**src/rtl/i2cs_pkg.sv**
```systemverilog
package i2cs_pkg;

  localparam int BYTE_W = 8;
  localparam int BIT_CNT_W = 4;
  localparam int IDX_W = 2;

  typedef enum logic [3:0] {
    ST_IDLE,
    ST_ADDR,
    ST_SUB,
    ST_WDAT,
    ST_ACK,
    ST_WSTALL,
    ST_WACKH,
    ST_RFETCH,
    ST_RHOLD,
    ST_TX,
    ST_RACK
  } eng_state_t;

  // address byte matches when its upper seven bits equal the device address
  function automatic logic addr_hit(input logic [BYTE_W-1:0] b, input logic [6:0] dev);
    return b[BYTE_W-1:1] == dev;
  endfunction

  // number of data bytes a register of the given width carries
  function automatic logic [IDX_W-1:0] byte_count(input logic wide);
    return wide ? IDX_W'(2) : IDX_W'(1);
  endfunction

  // the first byte of a wide register is its high half
  function automatic logic hi_lane(input logic wide, input logic [IDX_W-1:0] idx);
    return wide && (idx == '0);
  endfunction

endpackage

```
**src/rtl/i2cs_sync.sv**
```systemverilog
module i2cs_sync #(
  parameter int WIDTH  = 2,
  parameter int STAGES = 2
) (
  input  logic             clk,
  input  logic             rst_n,
  input  logic [WIDTH-1:0] d_i,
  output logic [WIDTH-1:0] q_o
);

  logic [WIDTH-1:0] chain [STAGES];

  generate
    for (genvar s = 0; s < STAGES; s++) begin : g_stage
      always_ff @(posedge clk or negedge rst_n) begin
        if (!rst_n) begin
          chain[s] <= '1;
        end else if (s == 0) begin
          chain[s] <= d_i;
        end else begin
          chain[s] <= chain[(s == 0) ? 0 : s-1];
        end
      end
    end
  endgenerate

  assign q_o = chain[STAGES-1];

endmodule

```
**src/rtl/i2cs_busmon.sv**
```systemverilog
module i2cs_busmon (
  input  logic clk,
  input  logic rst_n,
  input  logic scl_s,
  input  logic sda_s,
  output logic scl_rise,
  output logic scl_fall,
  output logic start_det,
  output logic stop_det
);

  logic scl_q, sda_q;

  always_ff @(posedge clk or negedge rst_n) begin
    if (!rst_n) begin
      scl_q <= 1'b1;
      sda_q <= 1'b1;
    end else begin
      scl_q <= scl_s;
      sda_q <= sda_s;
    end
  end

  assign scl_rise  = !scl_q && scl_s;
  assign scl_fall  = scl_q && !scl_s;
  assign start_det = scl_q && scl_s && sda_q && !sda_s;
  assign stop_det  = scl_q && scl_s && !sda_q && sda_s;

endmodule

```
**src/rtl/i2cs_engine.sv**
```systemverilog
module i2cs_engine
  import i2cs_pkg::*;
#(
  parameter logic [6:0] DEV_ADDR = 7'b1000111
) (
  input  logic              clk,
  input  logic              rst_n,
  input  logic              scl_rise,
  input  logic              scl_fall,
  input  logic              start_det,
  input  logic              stop_det,
  input  logic              sda_s,
  input  logic              rb_wide,
  input  logic              rb_ack,
  input  logic [BYTE_W-1:0] rb_rdata,
  output logic              sda_oe,
  output logic              scl_oe,
  output logic              rb_req,
  output logic              rb_we,
  output logic              rb_hi,
  output logic [BYTE_W-1:0] rb_addr,
  output logic [BYTE_W-1:0] rb_wdata,
  output eng_state_t        state_o
);

  localparam logic [BIT_CNT_W-1:0] LAST_BIT = BIT_CNT_W'(BYTE_W);

  eng_state_t           state, nxt;
  logic [BYTE_W-1:0]    shreg;
  logic [BYTE_W-1:0]    sub;
  logic [BIT_CNT_W-1:0] cnt;
  logic [IDX_W-1:0]     idx;
  logic                 mack;
  logic                 more_bytes;
  logic                 byte_done;

  assign more_bytes = idx < byte_count(rb_wide);
  assign byte_done  = scl_fall && (cnt == LAST_BIT);

  always_ff @(posedge clk or negedge rst_n) begin
    if (!rst_n) begin
      state <= ST_IDLE;
      nxt   <= ST_IDLE;
      shreg <= '0;
      sub   <= '0;
      cnt   <= '0;
      idx   <= '0;
      mack  <= 1'b0;
    end else if (start_det) begin
      state <= ST_ADDR;
      cnt   <= '0;
    end else if (stop_det) begin
      state <= ST_IDLE;
      cnt   <= '0;
    end else begin
      unique case (state)
        ST_ADDR, ST_SUB, ST_WDAT: begin
          if (scl_rise) begin
            shreg <= {shreg[BYTE_W-2:0], sda_s};
            cnt   <= cnt + 1'b1;
          end else if (byte_done) begin
            cnt <= '0;
            if (state == ST_ADDR) begin
              if (addr_hit(shreg, DEV_ADDR)) begin
                state <= ST_ACK;
                nxt   <= shreg[0] ? ST_RFETCH : ST_SUB;
                idx   <= '0;
              end else begin
                state <= ST_IDLE;
              end
            end else if (state == ST_SUB) begin
              sub   <= shreg;
              idx   <= '0;
              state <= ST_ACK;
              nxt   <= ST_WDAT;
            end else begin
              state <= more_bytes ? ST_WSTALL : ST_IDLE;
            end
          end
        end
        ST_WSTALL: begin
          if (rb_ack) begin
            idx   <= idx + 1'b1;
            nxt   <= ST_WDAT;
            state <= ST_WACKH;
          end
        end
        ST_WACKH: state <= ST_ACK;
        ST_ACK: begin
          if (scl_fall) begin
            state <= nxt;
            cnt   <= '0;
          end
        end
        ST_RFETCH: begin
          if (rb_ack) begin
            shreg <= rb_rdata;
            idx   <= idx + 1'b1;
            cnt   <= '0;
            state <= ST_RHOLD;
          end
        end
        ST_RHOLD: state <= ST_TX;
        ST_TX: begin
          if (scl_fall) begin
            shreg <= {shreg[BYTE_W-2:0], 1'b1};
            cnt   <= cnt + 1'b1;
            if (cnt == LAST_BIT - 1'b1) state <= ST_RACK;
          end
        end
        ST_RACK: begin
          if (scl_rise) begin
            mack <= !sda_s;
          end else if (scl_fall) begin
            state <= (mack && more_bytes) ? ST_RFETCH : ST_IDLE;
          end
        end
        default: state <= ST_IDLE;
      endcase
    end
  end

  assign sda_oe   = (state == ST_ACK) || (state == ST_WACKH) ||
                    (((state == ST_RHOLD) || (state == ST_TX)) && !shreg[BYTE_W-1]);
  assign scl_oe   = (state == ST_WSTALL) || (state == ST_WACKH) ||
                    (state == ST_RFETCH) || (state == ST_RHOLD);
  assign rb_req   = (state == ST_WSTALL) || (state == ST_RFETCH);
  assign rb_we    = (state == ST_WSTALL);
  assign rb_hi    = hi_lane(rb_wide, idx);
  assign rb_addr  = sub;
  assign rb_wdata = shreg;
  assign state_o  = state;

endmodule

```
**src/rtl/i2c_reg_slave.sv**
```systemverilog
module i2c_reg_slave
  import i2cs_pkg::*;
#(
  parameter logic [6:0] DEV_ADDR    = 7'b1000111,
  parameter int         SYNC_STAGES = 2
) (
  input  logic       clk,
  input  logic       rst_n,
  input  logic       scl_i,
  input  logic       sda_i,
  output logic       scl_oe,
  output logic       sda_oe,
  output logic       rb_req,
  output logic       rb_we,
  output logic [7:0] rb_addr,
  output logic       rb_hi,
  output logic [7:0] rb_wdata,
  input  logic       rb_wide,
  input  logic [7:0] rb_rdata,
  input  logic       rb_ack
);

  logic [1:0] lines_s;
  logic       scl_s, sda_s;
  logic       scl_rise, scl_fall, start_det, stop_det;
  eng_state_t state;

  i2cs_sync #(.WIDTH(2), .STAGES(SYNC_STAGES)) u_sync (
    .clk   (clk),
    .rst_n (rst_n),
    .d_i   ({scl_i, sda_i}),
    .q_o   (lines_s)
  );

  assign scl_s = lines_s[1];
  assign sda_s = lines_s[0];

  i2cs_busmon u_mon (
    .clk       (clk),
    .rst_n     (rst_n),
    .scl_s     (scl_s),
    .sda_s     (sda_s),
    .scl_rise  (scl_rise),
    .scl_fall  (scl_fall),
    .start_det (start_det),
    .stop_det  (stop_det)
  );

  i2cs_engine #(.DEV_ADDR(DEV_ADDR)) u_eng (
    .clk       (clk),
    .rst_n     (rst_n),
    .scl_rise  (scl_rise),
    .scl_fall  (scl_fall),
    .start_det (start_det),
    .stop_det  (stop_det),
    .sda_s     (sda_s),
    .rb_wide   (rb_wide),
    .rb_ack    (rb_ack),
    .rb_rdata  (rb_rdata),
    .sda_oe    (sda_oe),
    .scl_oe    (scl_oe),
    .rb_req    (rb_req),
    .rb_we     (rb_we),
    .rb_hi     (rb_hi),
    .rb_addr   (rb_addr),
    .rb_wdata  (rb_wdata),
    .state_o   (state)
  );

endmodule

```
**config.mk**
```make
export PLATFORM = sky130hd
export DESIGN_NAME = i2c_reg_slave
export DESIGN_NICKNAME = d
export VERILOG_FILES = /design/src/rtl/i2cs_pkg.sv /design/src/rtl/i2cs_sync.sv /design/src/rtl/i2cs_busmon.sv /design/src/rtl/i2cs_engine.sv /design/src/rtl/i2c_reg_slave.sv
export SDC_FILE = /design/constraint.sdc
export NUM_CORES = 1
export LEC_CHECK = 0
export BUFFER_PORTS_ARGS = -buffer_cell sky130_fd_sc_hd__buf_2
export CAP_MARGIN = 10
export CORE_MARGIN = 3
export CORE_UTILIZATION = 42
export CTS_CLUSTER_DIAMETER = 60
export DETAILED_ROUTE_END_ITERATION = 8
export SYNTH_ARGS = -nofsm -noshare
export SYNTH_HDL_FRONTEND = slang
export SYNTH_SLANG_ARGS = --single-unit
```
**constraint.sdc**
```tcl
create_clock -name clk -period 5.4 [get_ports clk]
set_input_delay 1.08 -clock clk [delete_from_list [all_inputs] [get_ports clk]]
set_output_delay 1.08 -clock clk [all_outputs]
set_load 0.1 [all_outputs]
```
==> impl_metrics.ini, run 1 <==
[global_route]
grt_max_degree = 37
grt_pass1_vias = 1567
grt_first_pass_wirelength_um = 7820
antenna_found_initial = 0
grt_overflow_total = 0
grt_usage_pct = 16.3

[critical_path]
crit_required_ns = 4.32
cp.arrival_ns = 2.14
end_kind = output port
max_stage_delay_ns = 0.65
criticalPathCategory = flip-flop to output port
start_kind = flip-flop
worstPathMaxFanout = 19
crit_family = simple AND/OR/NAND/NOR gates
critPathSlowestCell = dfrtp_1
crit_chain = nor2b_1, and2_4, buf_2
path_buf_inv = 1

[sta]
finClkSkew_ns = 0.00973
max_freq_mhz = 310
hold_violations = 0
relSlewSlack_pct = 46.0
tns_ns = 0
worst_slew_pin_slew_ns = 0.810
hold_ws_ns = 0.357
timing.final.crit_share_pct = 59.7
min_period_ns = 3.22
setup_viol_count_final = 0
setup_ws_ns = 2.18
drv_slew = 0
rsz0062_at_grt = no

[die]
fp.dieArea_um2 = 5890
io-pin-count = 35
chipWidth_um = 76.7
core_um2 = 4790
die_h_um = 76.7
start_util_pct = 43.9
row_count = 25

[clock_network]
clock_latency_ns = 0.28
numCtsBuffers = 5
clockBufferDepth = 2
post_cts_resized = 0
cts-htree-levels = 2
clockRootBuffer = clkbuf_8
cts_hold_buf = 0
cts_tree = done
clk_pin_slew_worst_paths_ns = 0.07
cts.sinks = 36
cts_setup_buffers = 0

[synthesis]
syn_avg_cell_area_um2 = 10.3
synth_area_um2 = 2100
ys_warn_count = 0
ys_seq_area_share_pct = 43.2
synth_area_leader_cell = dfrtp_1
synthCells = 205
ys.flop_type = dfrtp_1
async_reset_ff_share_pct = 100
ys_types = 55
synth_edf_count = 0
synthesis.nets = 223
synth-seq-cells = 36
synth.top_cell.area_share_pct = 35.7
synthTopCellsByArea = dfrtp_1 36%, dfstp_2 7.5%, mux2_2 4.8%, mux2i_1 3.8%, nand2_1 2.9%

[routing]
drc = 0
routedWlPerCell_um = 14.9
highest_layer = met4
drt_iter0_markers = 189
drt-met1-wl_um = 2270
met3WireLength_um = 214
wl_um = 4530
num_vias = 1630
viasPerCell = 5.34
met2WireLength_um = 1980
first_pass_iters = 5
drtAntennaViolNets = 0

[power]
ir_drop_mv = 0.303
power_leakage_nw = 1.14
p_per_area_nw_per_um2 = 287

[final_layout]
nets = 255
layout_commonest_cell = buf_2
final_cell_mix = 34 x buf_2, 30 x dfrtp_1, 16 x nand2_1
drive_gt1_share_pct = 27.3
area_growth_pct = 13.4
antenna_cells = 0

[min_path]
hold_path.class = flip-flop to flip-flop

[place]
place.gp.congestion = 0.802
hpwl_um = 3260
port_buffers = 34
place_ws_ns = 2.50

[job]
drv_cap = 0

[outcome]
status = completed
## power by group
group          leakage (nW)  switching [mW]  internal (mW)
sequential            0.468          0.0255          0.292
combinational         0.626           0.147         0.0369
clock                0.0422          0.0913         0.0905
## cells by family after synthesis
logic type | count (synthesis) | share of synthesized area, %
XOR/XNOR | 1 | 0.417
adder cells (fa/ha/maj) | 4 | 2.38
flip-flops | 36 | 43.2
multiplexers | 22 | 11.3
AND/OR/NAND/NOR | 70 | 18.7
buffers and inverters | 20 | 4.52
AO/OA/AOI/OAI | 52 | 19.5
## cells in the mapped netlist, types with 4 or more instances
library cell  count
dfrtp_1          30
nand2_1          16
inv_1            11
mux2_2            9
nand3_1           9
mux2i_1           8
o21ai_1           8
nand2b_1          7
nand3b_1          7
nor2_1            7
a21oi_1           6
dfstp_2           6
o21ai_0           6
mux2_1            5
and3_1            4
buf_2             4
ha_1              4
nor2b_1           4
nor3_1            4
## worst paths after layout
| path | from | slack (ns) | cells after the start | endpoint |
|---|---|---|---|---|
| max in group asynchronous | rst_n | 4.00 | 1 | u_eng.rb_addr[4] |
| setup / recovery | u_eng.state_o[2] | 2.18 | 3 | rb_req |
| hold / removal | u_sync.chain[2] | 0.36 | 0 | u_sync.q_o[0] |
| hold reg to reg | u_sync.chain[2] | 0.36 | 0 | u_sync.q_o[0] |
| min in group asynchronous | rst_n | 0.88 | 1 | u_eng.cnt[1] |
| setup reg to reg | u_eng.state_o[2] | 3.21 | 5 | u_eng.state_o[2] |
## layer usage
metal / vias to the layer above / global-route usage, %
li1: 816 / -
met1: 765 / 23.4
met2: 43 / 24.2
met3: 6 / 3.52
met4: 0 / 5.62
met5: - / 0
## stage by stage
stage / std cells / cell area [um2] / utilization (%) / total power [mW]
after global routing: 305 / 2380 / 49.8 / 0.717
final: 305 / 2380 / 49.8 / 0.683
after CTS: 305 / 2380 / 49.8 / 0.694
after detailed placement: 297 / 2300 / 48.1 / 0.508
after floorplan: 205 / 2100 / - / 0.467
after global placement: 297 / 2300 / 48.1 / 0.506
## worst register-to-register path, cell delays in order, from the launching register on
cell,delay [ns]
dfrtp_1,0.65
nor2b_1,0.55
and2_4,0.24
a211oi_2,0.08
a21oi_4,0.21
mux2_1,0.34
## area by class of cell
| cell class | count | area, um2 |
|---|---|---|
| clock inverters | 1 | 5.00 |
| clock buffers | 7 | 76.3 |
| flip-flops and latches | 36 | 908 |
| well taps | 67 | 83.8 |
| repair buffers | 34 | 170 |
| multi-input cells | 149 | 1100 |
| inverters | 11 | 41.3 |
| fillers | 456 | 2400 |
## sequential cells by signal, summed over array words and instances (netlist names)
name and flops:
u_eng.cnt 4, u_eng.mack 1, u_mon.scl_q 1, u_sync.q_o 2, u_eng.rb_addr 8, u_eng.nxt 3, u_eng.state_o 4, u_mon.sda_q 1
u_eng.rb_wdata 8, u_eng.idx 2, u_sync.chain 2
Power figures use the tool's default switching activity.
==> run 2: changes to the inputs <==
clock period = 2.58 ns   (was 5.4 ns; I/O delays follow)
==> impl_metrics.ini, run 2 (same netlist as run 1, synthesis figures left out) <==
[outcome]
status = completed

[clock_network]
cts_hold_buf = 0
cts-htree-levels = 2
cts_tree = done
cts.sinks = 36
clock_latency_ns = 0.29
clockRootBuffer = clkbuf_8
clk_pin_slew_worst_paths_ns = 0.08
clockBufferDepth = 2
numCtsBuffers = 5
post_cts_resized = 0
cts_setup_buffers = 0

[global_route]
grt_first_pass_wirelength_um = 8340
grt_pass1_vias = 1673
grt_max_degree = 37
grt_overflow_total = 0
antenna_found_initial = 0
grt_usage_pct = 17.5

[sta]
setup_ws_ns = 0.178
rsz0062_at_grt = no
relSlewSlack_pct = 46.2
setup_viol_count_final = 0
min_period_ns = 2.40
drv_slew = 0
max_freq_mhz = 416
timing.final.crit_share_pct = 93.1
hold_violations = 0
finClkSkew_ns = 0.00852
tns_ns = 0
worst_slew_pin_slew_ns = 0.807

[routing]
first_pass_iters = 4
num_vias = 1678
drt_iter0_markers = 95
viasPerCell = 5.45
drc = 0
drtAntennaViolNets = 0
routedWlPerCell_um = 15.6
wl_um = 4800

[critical_path]
crit_required_ns = 2.06
critPathSlowestCell = dfrtp_1
end_kind = output port
start_kind = flip-flop
path_buf_inv = 1
crit_family = flip-flops
max_stage_delay_ns = 0.66
criticalPathCategory = flip-flop to output port
worstPathMaxFanout = 18
crit_chain = and2b_1, and2_1, buf_2
cp.arrival_ns = 1.89

[place]
place_ws_ns = 0.418
hpwl_um = 3520
port_buffers = 34
place.gp.congestion = 0.842

[power]
intPower_mw = 0.881
total_power_mw = 1.46
pwr-share-clk_pct = 28.0
ir_drop_mv = 0.500
p_per_area_nw_per_um2 = 599
seqPwrFrac_pct = 45.6
swShare_pct = 39.5
pwr-share-comb_pct = 26.4
p_sw_mw = 0.576
power_leakage_nw = 1.16

[die]
start_util_pct = 43.9
chipWidth_um = 76.7
core_um2 = 4790
row_count = 25
die_h_um = 76.7
fp.dieArea_um2 = 5890
io-pin-count = 35

[final_layout]
final_cell_mix = 34 x buf_2, 30 x dfrtp_1, 16 x nand2_1
nets = 258
fillers = 465
area_growth_pct = 15.7
drive_gt1_share_pct = 29.5
antenna_cells = 0
layout_commonest_cell = buf_2

[min_path]
hold_path.class = input pin to async pin

[job]
drv_cap = 0
-- run 2: final timing paths --
check	startpoint	end	slack (ns)	cells past startpoint
hold reg to reg	u_sync.chain[2]	u_sync.q_o[0]	0.36	0
setup / recovery	u_eng.state_o[0]	rb_we	0.18	3
min in group clk	sda_i	u_sync.chain[2]	0.31	1
hold / removal	rst_n	u_eng.mack	0.29	1
setup reg to reg	u_eng.state_o[2]	u_eng.nxt[0]	0.42	6
max in group asynchronous	rst_n	u_eng.nxt[0]	1.76	1
-- run 2: layout make-up --
| cell class | count | area [um2] | share of cell area, % |
|---|---|---|---|
| inverters | 11 | 41.3 | 1.70 |
| multi-input cells | 149 | 1120 | 45.9 |
| well taps | 67 | 83.8 | 3.45 |
| clock buffers | 6 | 72.6 | 2.99 |
| flip-flops and latches | 36 | 908 | 37.4 |
| clock inverters | 2 | 16.3 | 0.669 |
| repair buffers | 37 | 193 | 7.93 |
-- run 2: power groups by stage --
| stage | Sequential (mW) | Clock [mW] | Combinational, mW |
|---|---|---|---|
| finish | 0.664 | 0.408 | 0.384 |
| global route | 0.674 | 0.441 | 0.404 |
| CTS | 0.667 | 0.419 | 0.388 |
| detailed placement | 0.677 | 0 | 0.387 |
| global placement | 0.677 | 0 | 0.384 |
| floorplan | 0.877 | 0 | 0.100 |
-- run 2: stage by stage --
| stage | instances | utilization [%] | hold slack, ns | area [um2] |
|---|---|---|---|---|
| after global routing | 308 | 50.8 | 0.303 | 2430 |
| after global placement | 300 | 48.9 | 0.346 | 2340 |
| after floorplan | 205 | - | 0.220 | 2120 |
| after detailed placement | 300 | 48.9 | 0.348 | 2340 |
| after CTS | 308 | 50.8 | 0.306 | 2430 |
| final | 308 | 50.8 | 0.295 | 2430 |
-- run 2: routing by layer --
metal | up-vias | wire (um) | global-route usage [%]
met5 | - | 0 | 0
met4 | 0 | 34 | 4.35
met3 | 4 | 291 | 4.23
met2 | 54 | 2270 | 28.4
met1 | 799 | 2210 | 23.5
li1 | 821 | - | -
==> run 3: changes to the inputs <==
ABC_AREA = 1   (was not set)
PLACE_DENSITY = 0.65   (was not set)
==> impl_metrics.ini, run 3 <==
[critical_path]
reg2reg_from = u_sync.q_o[0]
crit_top_cell = inv_1
start_kind = flip-flop
reg2reg_slack_ns = 0.55
crit_required_ns = 2.06
critPathSlowestCell = dfrtp_1
rr_endpoint = u_eng.rb_wdata[7]
crit_chain = inv_1, nand2_1, nor2_1, inv_1, o21ai_1, buf_2
end_kind = output port
criticalPathCategory = flip-flop to output port
worstPathMaxFanout = 7
cp.arrival_ns = 1.80
reg2regPathDepth = 7
max_stage_delay_ns = 0.46

[synthesis]
async_reset_ff_share_pct = 100
synthTopCellsByArea = dfrtp_1 37%, nand2_1 16%, o21ai_0 9.2%, dfstp_2 7.8%, inv_1 7.6%
yosys.area_share.simple_pct = 31.2
ys_seq_area_share_pct = 45.0
ys_warn_count = 0
synth_edf_count = 0
synth_top_family_by_area = simple AND/OR/NAND/NOR gates
synth_common_cells = 87 x nand2_1, 41 x inv_1, 37 x o21ai_0, 30 x dfrtp_1, 30 x nor2_1
synth_compound_area_share_pct = 11.6
ys.flop_type = dfrtp_1
synth.top_cell.area_share_pct = 37.2
synth_area_um2 = 2020
synthCells = 282
ys_types = 22
synth_area_leader_cell = dfrtp_1
syn_avg_cell_area_um2 = 7.17
synthMuxAreaShare_pct = 0
synth-adder-area-share_pct = 2.48
synth-seq-cells = 36
synthesis.nets = 300
synth_most_common_cell = nand2_1
yosys.area_share.xor_xnor_pct = 0.867

[sta]
relSlewSlack_pct = 46.5
hold_violations = 0
setup_viol_count_final = 0
worst_slew_pin_slew_ns = 0.802
timing.final.crit_share_pct = 89.6
min_period_ns = 2.31
rsz0062_at_grt = no
finClkSkew_ns = 0.00588
max_freq_mhz = 433
drv_slew = 0

[place]
place.gp.congestion = 0.913
hpwl_um = 3430
port_buffers = 34

[routing]
routedWlPerCell_um = 12.1
drtAntennaViolNets = 0
num_vias = 1830
viasPerCell = 4.91
first_pass_iters = 5
wl_um = 4500
drc = 0
drt_iter0_markers = 86

[power]
power_leakage_nw = 1.26
intPower_mw = 0.953
p_sw_mw = 0.757
ir_drop_mv = 0.529
seqPwrFrac_pct = 40.3
pwr-share-comb_pct = 35.0
p_per_area_nw_per_um2 = 730
total_power_mw = 1.71
pwr-share-clk_pct = 24.7
swShare_pct = 44.2

[final_layout]
area_growth_pct = 15.9
utilization_pct = 52.0
antenna_cells = 0
final_cell_mix = 87 x nand2_1, 41 x inv_1, 36 x o21ai_0
layout_commonest_cell = nand2_1
nets = 338
drive_gt1_share_pct = 19.0

[global_route]
grt_overflow_total = 0
grt_first_pass_wirelength_um = 7360
grt_max_degree = 37
antenna_found_initial = 0
grt_pass1_vias = 1627
grt_usage_pct = 17.1

[clock_network]
clockBufferDepth = 2
cts-htree-levels = 2
cts_tree = done
clock_latency_ns = 0.29
cts_setup_buffers = 0
clk_pin_slew_worst_paths_ns = 0.08
cts_hold_buf = 0
numCtsBuffers = 5
cts.sinks = 36
post_cts_resized = 0
clockRootBuffer = clkbuf_8

[die]
start_util_pct = 44.9
fp.dieArea_um2 = 5680
die_h_um = 75.4
chipWidth_um = 75.4
core_um2 = 4500
io-pin-count = 35
row_count = 24

[job]
drv_cap = 0

[outcome]
status = completed

[min_path]
hold_path.class = input pin to async pin
## run 3: changes by cell type after synthesis, sizes merged, moves of 8 or more
cell,change
inv,+31
mux2,-14
mux2i,-8
nand2,+75
nand3,+12
nor2,+26
o21ai,+23
## run 3: stage by stage
step | std cells | hold slack (ns) | setup slack (ns) | TNS (ns) | area (um2)
5_1_grt | 373 | 0.311 | 0.163 | 0 | 2340
6_report | 373 | 0.312 | 0.269 | 0 | 2340
3_3_place_gp | 365 | 0.346 | 0.576 | 0 | 2250
3_5_place_dp | 365 | 0.347 | 0.532 | 0 | 2250
2_1_floorplan | 282 | 0.220 | -0.224 | -0.224 | 2030
4_1_cts | 373 | 0.312 | 0.268 | 0 | 2340
## run 3: critical path, delay by kind of cell (launching register included)
family,cells,cell delay [ns]
buffers and inverters,3,0.65
AO/OA/AOI/OAI,1,0.07
flip-flops,1,0.46
AND/OR/NAND/NOR,2,0.32
## run 3: cell type report
class	count	area, um2
clock buffer	6	82.6
clock inverter	2	13.8
fill	427	2160
inverter	42	158
multi-input combinational	200	937
sequential	36	908
tap	52	65.1
timing repair buffer	35	178
## run 3: kinds of logic (layout without fill, tap and decap cells)
family                   after synthesis  in the layout
AND/OR/NAND/NOR                      150            150
buffers and inverters                 46             85
AO/OA/AOI/OAI                         44             44
flip-flops                            36             36
adder cells (fa/ha/maj)                4              4
XOR/XNOR                               2              2
## run 3: power groups by stage
stage | Combinational (mW) | Clock [mW] | Sequential (mW)
floorplan | 0.171 | 0 | 1.01
global placement | 0.602 | 0 | 0.700
detailed placement | 0.603 | 0 | 0.698
CTS | 0.604 | 0.435 | 0.689
global route | 0.640 | 0.456 | 0.699
finish | 0.599 | 0.422 | 0.689
## run 3: worst max-delay path by stage
stage               slack [ns]  cells after the start              start           endpoint
floorplan                -0.22                      1  u_eng.rb_wdata[7]             sda_oe
global placement          0.58                      6   u_eng.state_o[1]             scl_oe
detailed placement        0.53                      7      u_sync.q_o[0]  u_eng.rb_wdata[1]
CTS                       0.27                      6   u_eng.state_o[1]             scl_oe
global route              0.16                      6   u_eng.state_o[1]             scl_oe
finish                    0.27                      6   u_eng.state_o[1]             scl_oe
## run 3: routing by layer
metal	share of wire [%]	track usage [%]	wire (um)
met3	6.8	3.96	306
met4	1.1	5.83	50
met1	50	24.5	2240
met2	42	25.4	1910
met5	0	0	0
